File: src/rtl/bctl_pkg.sv
package bctl_pkg;
    localparam int DATA_W    = 16;
    localparam int ADDR_W    = 2;
    localparam int N_IRQ     = 8;
    localparam int N_ERR     = 4;
    localparam int ERR_LSB   = 12;
    localparam int RSTOUT_B  = 15;
    localparam int GUARD_B   = 14;

    localparam logic [DATA_W-1:0] OPEN_KEY  = 16'hA05F;
    localparam logic [DATA_W-1:0] SYS_INIT  = 16'h4000;

    typedef enum logic [ADDR_W-1:0] {
        RA_SYS   = 2'd0,
        RA_ISTAT = 2'd1,
        RA_IMASK = 2'd2,
        RA_ERR   = 2'd3
    } reg_addr_e;

    typedef struct packed {
        logic              sys;
        logic              istat;
        logic              imask;
        logic              err;
    } wr_sel_t;

    function automatic wr_sel_t decode_wr(input logic we, input logic [ADDR_W-1:0] a);
        wr_sel_t s;
        s.sys   = we && (a == RA_SYS);
        s.istat = we && (a == RA_ISTAT);
        s.imask = we && (a == RA_IMASK);
        s.err   = we && (a == RA_ERR);
        return s;
    endfunction
endpackage

File: src/rtl/bctl_sysreg.sv
module bctl_sysreg
    import bctl_pkg::*;
#(
    parameter int W = DATA_W
) (
    input  logic         clk,
    input  logic         rst,
    input  logic         wr,
    input  logic [W-1:0] wdata,
    output logic [W-1:0] sys_q
);
    logic key_hit;
    assign key_hit = (wdata == OPEN_KEY[W-1:0]);

    always_ff @(posedge clk) begin
        if (rst) begin
            sys_q <= SYS_INIT[W-1:0];
        end else if (wr) begin
            if (key_hit) begin
                sys_q[GUARD_B] <= 1'b0;
            end else if (!sys_q[GUARD_B]) begin
                sys_q <= wdata;
            end
        end
    end
endmodule

File: src/rtl/bctl_irq.sv
module bctl_irq #(
    parameter int N = 8
) (
    input  logic         clk,
    input  logic         rst,
    input  logic [N-1:0] evt,
    input  logic         clr_all,
    input  logic         mask_wr,
    input  logic [N-1:0] mask_d,
    output logic [N-1:0] stat_q,
    output logic [N-1:0] mask_q,
    output logic         irq_q
);
    for (genvar g = 0; g < N; g++) begin : g_src
        always_ff @(posedge clk) begin
            if (rst) begin
                stat_q[g] <= 1'b0;
            end else if (evt[g]) begin
                stat_q[g] <= 1'b1;
            end else if (clr_all) begin
                stat_q[g] <= 1'b0;
            end
        end
    end

    always_ff @(posedge clk) begin
        if (rst) begin
            mask_q <= '0;
            irq_q  <= 1'b0;
        end else begin
            if (mask_wr) begin
                mask_q <= mask_d;
            end
            irq_q <= |(stat_q & mask_q);
        end
    end
endmodule

File: src/rtl/bctl_err.sv
module bctl_err #(
    parameter int N = 4
) (
    input  logic         clk,
    input  logic         rst,
    input  logic [N-1:0] evt,
    input  logic         wr,
    input  logic [N-1:0] w1c,
    output logic [N-1:0] flag_q
);
    for (genvar g = 0; g < N; g++) begin : g_flag
        always_ff @(posedge clk) begin
            if (rst) begin
                flag_q[g] <= 1'b0;
            end else if (evt[g]) begin
                flag_q[g] <= 1'b1;
            end else if (wr && w1c[g]) begin
                flag_q[g] <= 1'b0;
            end
        end
    end
endmodule

File: src/rtl/bridge_ctl_regs.sv
module bridge_ctl_regs
    import bctl_pkg::*;
#(
    parameter int DW   = DATA_W,
    parameter int AW   = ADDR_W,
    parameter int NIRQ = N_IRQ,
    parameter int NERR = N_ERR
) (
    input  logic            clk,
    input  logic            rst,
    input  logic            wr_en,
    input  logic [AW-1:0]   addr,
    input  logic [DW-1:0]   wdata,
    output logic [DW-1:0]   rdata,
    input  logic [NIRQ-1:0] irq_evt,
    input  logic [NERR-1:0] err_evt,
    output logic            pci_rst_n,
    output logic            irq_o
);
    localparam int ERR_HI = ERR_LSB + NERR - 1;

    wr_sel_t         sel;
    logic [DW-1:0]   sys_word;
    logic [NIRQ-1:0] istat_word;
    logic [NIRQ-1:0] imask_word;
    logic [NERR-1:0] err_word;
    logic            zero_wr;

    assign sel     = decode_wr(wr_en, addr);
    assign zero_wr = sel.istat && (wdata == '0);

    bctl_sysreg #(.W(DW)) u_sys (
        .clk   (clk),
        .rst   (rst),
        .wr    (sel.sys),
        .wdata (wdata),
        .sys_q (sys_word)
    );

    bctl_irq #(.N(NIRQ)) u_irq (
        .clk     (clk),
        .rst     (rst),
        .evt     (irq_evt),
        .clr_all (zero_wr),
        .mask_wr (sel.imask),
        .mask_d  (wdata[NIRQ-1:0]),
        .stat_q  (istat_word),
        .mask_q  (imask_word),
        .irq_q   (irq_o)
    );

    bctl_err #(.N(NERR)) u_err (
        .clk    (clk),
        .rst    (rst),
        .evt    (err_evt),
        .wr     (sel.err),
        .w1c    (wdata[ERR_HI:ERR_LSB]),
        .flag_q (err_word)
    );

    assign pci_rst_n = sys_word[RSTOUT_B];

    always_comb begin
        rdata = '0;
        case (addr)
            RA_SYS:   rdata = sys_word;
            RA_ISTAT: rdata[NIRQ-1:0] = istat_word;
            RA_IMASK: rdata[NIRQ-1:0] = imask_word;
            RA_ERR:   rdata[ERR_HI:ERR_LSB] = err_word;
            default:  rdata = '0;
        endcase
    end
endmodule

File: config.mk
export PLATFORM = sky130hd
export DESIGN_NAME = bridge_ctl_regs
export DESIGN_NICKNAME = d
export VERILOG_FILES = /design/src/rtl/bctl_pkg.sv /design/src/rtl/bctl_sysreg.sv /design/src/rtl/bctl_irq.sv /design/src/rtl/bctl_err.sv /design/src/rtl/bridge_ctl_regs.sv
export SDC_FILE = /design/constraint.sdc
export NUM_CORES = 1
export LEC_CHECK = 0
export ABC_AREA = 1
export BUFFER_PORTS_ARGS = -buffer_cell sky130_fd_sc_hd__buf_2
export CAP_MARGIN = 20
export CORE_MARGIN = 5
export CORE_UTILIZATION = 55
export CTS_CLUSTER_SIZE = 8
export DETAILED_ROUTE_END_ITERATION = 10
export GPL_ROUTABILITY_DRIVEN = 0
export PLACE_DENSITY_LB_ADDON = 0.25
export SETUP_SLACK_MARGIN = 0.2
export SLEW_MARGIN = 20
export SYNTH_ARGS = -nofsm -noshare
export SYNTH_HDL_FRONTEND = slang
export SYNTH_SLANG_ARGS = --single-unit
File: constraint.sdc
create_clock -name clk -period 3.5 [get_ports clk]
set_input_delay 0.525 -clock clk [delete_from_list [all_inputs] [get_ports clk]]
set_output_delay 0.525 -clock clk [all_outputs]
set_load 0.02 [all_outputs]
======== Word level (Yosys, flattened, before mapping) ========
Index checks and enable logic that the tools add are counted.
word-level totals
  word-level logic and storage cells ...... 70
  input port bits ......................... 33
  output and inout bits ................... 18
  flip-flop bits (word level) ............. 37
operators by class
  reduce and logical (&&, ||, !) cells .... 25
  bitwise gates (word level) .............. 3
  multiplexer cells ....................... 22
  eq/ne operators ......................... 4
operators by type and width
  operator                                             count
  one-hot mux 8 bit (3 select lines)                   1
  nonzero test 2 bit                                   12
  2-to-1 mux 1 bit                                     18
  equality test 16 bit, second input constant          1
  logical NOT 16 bit                                   1
  2-to-1 mux 15 bit                                    1
  logical AND 1 bit                                    9
  AND 8 bit                                            1
  one-hot mux 4 bit (2 select lines)                   1
  OR reduction 8 bit                                   1
  equality test 2 bit, second input constant           2
  2-to-1 mux 4 bit                                     1
  AND reduction 3 bit                                  1
  equality test 2 x 1 -> 1 bit, second input constant  1
  logical NOT 2 bit                                    1
  NOT 1 bit                                            2

======== Depth between registers and ports, before layout ========
  word-level depth ........................ 5
  mapped depth ............................ 9
  mapped depth without buffers ............ 8

======== By module ========
Synthesis repeated with hierarchy kept, for this count alone.
second synthesis, totals
  cell total of the unflattened synthesis .. 320
  area total of the unflattened synthesis .. 2084.5 um^2
modules (own cells, without submodules)
  module           cells each  times used  area each (um^2)
  bctl_sysreg      123         1           838.3
  bctl_irq         77          1           621.8
  bridge_ctl_regs  100         1           475.5
  bctl_err         20          1           148.9

======== Worst setup path before layout ========
OpenSTA, ideal clock, no wires.
  kind .................................... in2out
  start ................................... input port addr[0]
  end ..................................... output port rdata[15]
  stages .................................. 6
  path buffers ............................ 2
  required time ........................... 2975 ps
  slack ................................... 1480 ps
  data arrival time ....................... 1495 ps
  cells stage by stage .................... inv_1 -> ha_1 -> buf_2 -> buf_2 -> nand2_1 -> a21oi_1
between the ends
  word-level cells in the longest chain between the ends .. 2
ends and longest elaborated chain
  item                                                      RTL line               text
  start, declared                                           bridge_ctl_regs.sv:12  input logic [AW-1:0] addr,
  equality test 2 bit or logical NOT 2 bit (tied branches)  bridge_ctl_regs.sv:65  case (addr)
  one-hot mux 4 bit (2 select lines) (*)                    bridge_ctl_regs.sv:65
  end, declared                                             bridge_ctl_regs.sv:14  output logic [DW-1:0] rdata,
Mark *: on every way between the ends. The rest lies on a longest branch, timed or not.

======== Worst setup path in the final report ========
  start ................................... input port addr[0]
  end ..................................... output port rdata[1]
between the ends
  word-level cells in the longest chain between the ends .. 2
ends and longest elaborated chain
  item                                               RTL line
  equality test 2 bit, or another cell as far along  bridge_ctl_regs.sv:65
  one-hot mux 8 bit (3 select lines) (*)             bridge_ctl_regs.sv:65
Marked as above.

==> results <==
- The routed design has around 4.6 mm of wire.
- The count of unresolved DRC violations after routing is 0.
- The residual antenna-violating net count after detailed routing is 0.
- Entering global routing, the biggest net connects 32 pins.
- The H-tree level count is 2.
- TritonCTS created 5 clock buffers.
- The clock insertion delay at the later pin of the skew report is 0.29 ns.
- The sequential element share of the synthesized area is a little over a third.
- Headroom to the max-slew limit came out at 47.2%.
- The relative contribution of combinational cells to total power is around an eighth.
- Among cell families on the critical path, the largest total delay comes from adder cells.
- After synthesis, the mean cell area works out to roughly 6.7 µm².
- The number of DRC markers in iteration 0 is roughly 170.
- After clock tree synthesis, the clock-pin slew on the worst setup and hold paths is ~0.07 ns.
- The die area is 5000 µm².
- The area overhead of the layout relative to synthesis is 14.7%.
- The critical path contains buffers and inverters numbering 4 combined.
- The largest stage delay on the critical path is 0.57 ns.
- At the pin with the least slew margin, the transition time is slightly below 0.8 ns.
- The summed instance area of the synthesized netlist is between 2000 and 2500 µm².
- The floorplan step set the die width to between 70 and 80 µm.
- Global routing used 19.6% of the available tracks across all layers.
- Max-cap violations in this run came to 0.
- The total of endpoints with negative setup slack in the final report is 0.
- The number of global-route vias before repair came to approximately 1800.
- The switching power total is 0.227 mW.
- The leftover overflow at the end of global routing is 0.
- The worst setup path endpoint is rdata[1].
- The critical path goes through buf_2 -> inv_1 -> ha_1 -> nand2_1 -> nand3_1 -> nand2_1 -> inv_1 -> buf_2.
- The total count of max-transition violations in the final report was 0.
- After layout, the design draws a total of between 0.8 and 0.9 mW.
- The final period utilization is between 60% and 70%.
- STA puts the critical path data arrival time at between 1.5 and 2 ns.
- STA puts the critical path data required time at 2.97 ns.
- In this run, post-CTS hold repair placed 0 buffers.
- The y dimension of the die is just over 70 µm.
- The worst register-to-register path ends at u_sys.sys_q[13].
- The count of input and output buffers is 50.
- The first-pass iteration count of the detailed router is 4.
- The wire-length estimate of the detail-placed layout is approximately 3.4 mm.
- The count of synthesis-stage warnings from yosys is 0.
- The peak ir drop on the vdd network is ~250 µV.
- Counting cells, the worst reg-to-reg path comes to 4.
- The final net count is 382.
- The switching power as a share of total power is between 20% and 30%.
- The core area is 3610 µm².
- Sequential cells account for approximately 51% of the total power.
- In this run the number of cells on the critical path is 8.
- 51 I/O pins were placed.
- Excluding fillers, the count of instances in the completed layout stands at approximately 390.
- Synthesis produced a netlist whose cell count is around 300.
- Tracing the worst setup path back leads to its startpoint at addr[0].
- The number of antenna violations at the first check in global routing is 0.
- Along the worst path, the maximum fanout reaches 17.
- The post-cts resize count is 0.
- For the final routed database, the setup TNS stands at 0 ns.
- The analysis attributes to cell leakage a power of 1.22 nW.
- The number of placed cells counting well taps is about 390.
- The internal power of the cells totals around 0.66 mW.
- Using the TritonRoute via totals, the vias-per-cell ratio works out to between 4 and 5.
- The instance area after placement is between 2000 and 2500 µm².
- The number of cells traversed by the worst hold path is 3.
- Yosys mapped the design onto 21 distinct sky130hd cell types.
- The CTS tree is done.
- The endpoint type of the worst setup path is a primary output.
- For this design, the slowest cell found on the critical path is sky130_fd_sc_hd__ha_1.
- The initial core utilization is a little under three fifths.
- The number of register bits inferred by synthesis is 37.
- The cell area after layout is about 2300 µm².
- The detailed router placed slightly below 2000 vias in this run.
- In this run the clock root is driven by a sky130_fd_sc_hd__clkbuf_8.
- The clock network burns 36.8% of the power.
- The post-CTS setup repair buffer count is 0.
- Dividing total power by cell area gives a power density of roughly 380 nW/µm².
- The final antenna diode count is 0.
- The worst hold-check slack is around 0.44 ns.
- The run finished with clean final reports.
- The final count of hold timing violations is 0.
- In this run the register-to-register setup slack is 2.11 ns.
- CTS saw 37 sinks.
- The upper clock frequency limit is between 400 and 500 MHz.
- The final worst clock skew is just over 0.005 ns.
- The path class of the lowest-slack min-delay path is in -> reg.
- After detailed routing, the average wire length per cell comes to between 10 and 15 µm.
- The final period demand of the worst path is approximately 2.4 ns.
- The worst-case clock buffer depth is 2.
- Setup repair after global routing left no endpoint under its margin.
- The net count after synthesis is 340.
- Of the cells placed in the final design, the portion with a size suffix greater than 1 is between 20% and 30%.
- After floorplanning, the core was divided into 22 placement rows.
- STA classifies the critical path startpoint as an input pin.
- The worst setup path is of the in -> out kind.
- The first global-routing pass estimated about 8 mm of wire.
- The origin of the critical flop-to-flop path is u_sys.sys_q[14].
## per-layer routing
layer  track usage (%)  vias to the layer above  share of wire [%]
li1                  -                     1022                  -
met1              25.8                      847                 46
met2              31.3                       59                 45
met3              5.40                        9                7.4
met4              5.85                        0                1.6
met5                 0                        -                  0
## cells in the mapped netlist
master,n,share of area (%)
sky130_fd_sc_hd__inv_2,3,0.56
sky130_fd_sc_hd__buf_2,4,0.99
sky130_fd_sc_hd__a21oi_1,38,9.4
sky130_fd_sc_hd__buf_6,5,2.8
sky130_fd_sc_hd__ha_1,4,2.5
sky130_fd_sc_hd__inv_1,41,7.6
sky130_fd_sc_hd__nand2_2,2,0.62
sky130_fd_sc_hd__nand4_1,2,0.62
sky130_fd_sc_hd__nand3_2,13,6.4
sky130_fd_sc_hd__nor2_2,3,0.93
sky130_fd_sc_hd__o21ai_0,8,2.0
sky130_fd_sc_hd__o21a_1,1,0.37
sky130_fd_sc_hd__nor2_4,1,0.56
sky130_fd_sc_hd__nand3_1,17,4.2
sky130_fd_sc_hd__a21oi_2,1,0.43
sky130_fd_sc_hd__o22ai_1,1,0.31
sky130_fd_sc_hd__nor2_1,31,5.7
sky130_fd_sc_hd__clkbuf_1,2,0.37
sky130_fd_sc_hd__nand2_1,85,16
sky130_fd_sc_hd__dfxtp_1,37,37
sky130_fd_sc_hd__buf_4,4,1.5
## power by group through the flow
stage	combinational (mW)	clock (mW)	sequential, mW
5_1_grt	0.126	0.349	0.448
3_5_place_dp	0.111	0	0.456
3_3_place_gp	0.109	0	0.456
4_1_cts	0.111	0.330	0.446
2_1_floorplan	0.0683	0	0.455
6_report	0.111	0.325	0.447
## worst min-delay path, stage by stage
cell	delay, ns
sky130_fd_sc_hd__buf_2	0.07
sky130_fd_sc_hd__a21oi_1	0.03
sky130_fd_sc_hd__nor2_1	0.07
## stage by stage
| stage | setup WS (ns) | util, % |
|---|---|---|
| 6_report | 1.13 | 64.5 |
| 5_1_grt | 0.950 | 64.5 |
| 4_1_cts | 1.13 | 64.5 |
| 3_5_place_dp | 0.958 | 61.7 |
| 3_3_place_gp | 1.02 | 61.7 |
| 2_1_floorplan | 1.48 | - |
## how the worst min path moves through the flow
stage	start	end
3_5_place_dp	u_sys.sys_q[10]	u_sys.sys_q[10]
6_report	err_evt[2]	u_err.flag_q[2]
5_1_grt	err_evt[2]	u_err.flag_q[2]
2_1_floorplan	u_irq.stat_q[0]	u_irq.stat_q[0]
3_3_place_gp	u_sys.sys_q[11]	u_sys.sys_q[11]
4_1_cts	err_evt[2]	u_err.flag_q[2]
## kinds of logic after synthesis
| family | synth area share, % |
|---|---|
| AO/OA/AOI/OAI | 12.5 |
| adder cells (fa/ha/maj) | 2.47 |
| buffers and inverters | 13.8 |
| flip-flops | 36.5 |
| AND/OR/NAND/NOR | 34.8 |
## sequential cells by signal, indices dropped and copies added (netlist names)
name          flops
u_sys.sys_q      16
u_irq.mask_q      8
u_irq.stat_q      8
u_err.flag_q      4
u_irq.irq_q       1
## cell usage in the layout, fill, tap and decap left out, drive strengths merged
cell type,Yosys,layout
ha,4,4
nor2,35,35
dfxtp,37,37
o21a,1,1
clkinv,0,1
inv,44,44
nand3,30,30
o21ai,8,8
clkbuf,2,7
nand4,2,2
o22ai,1,1
a21oi,39,39
buf,13,50
nand2,87,87
## layout make-up
cell class / count / area (µm²)
inverters: 44 / 165
fillers: 369 / 1280
flip-flops and latches: 37 / 741
repair buffers: 50 / 250
well taps: 48 / 60.1
clock buffers: 7 / 96.3
clock inverters: 1 / 5.00
multi-input cells: 207 / 1010
No activity file was read; power rests on OpenSTA's default activity.
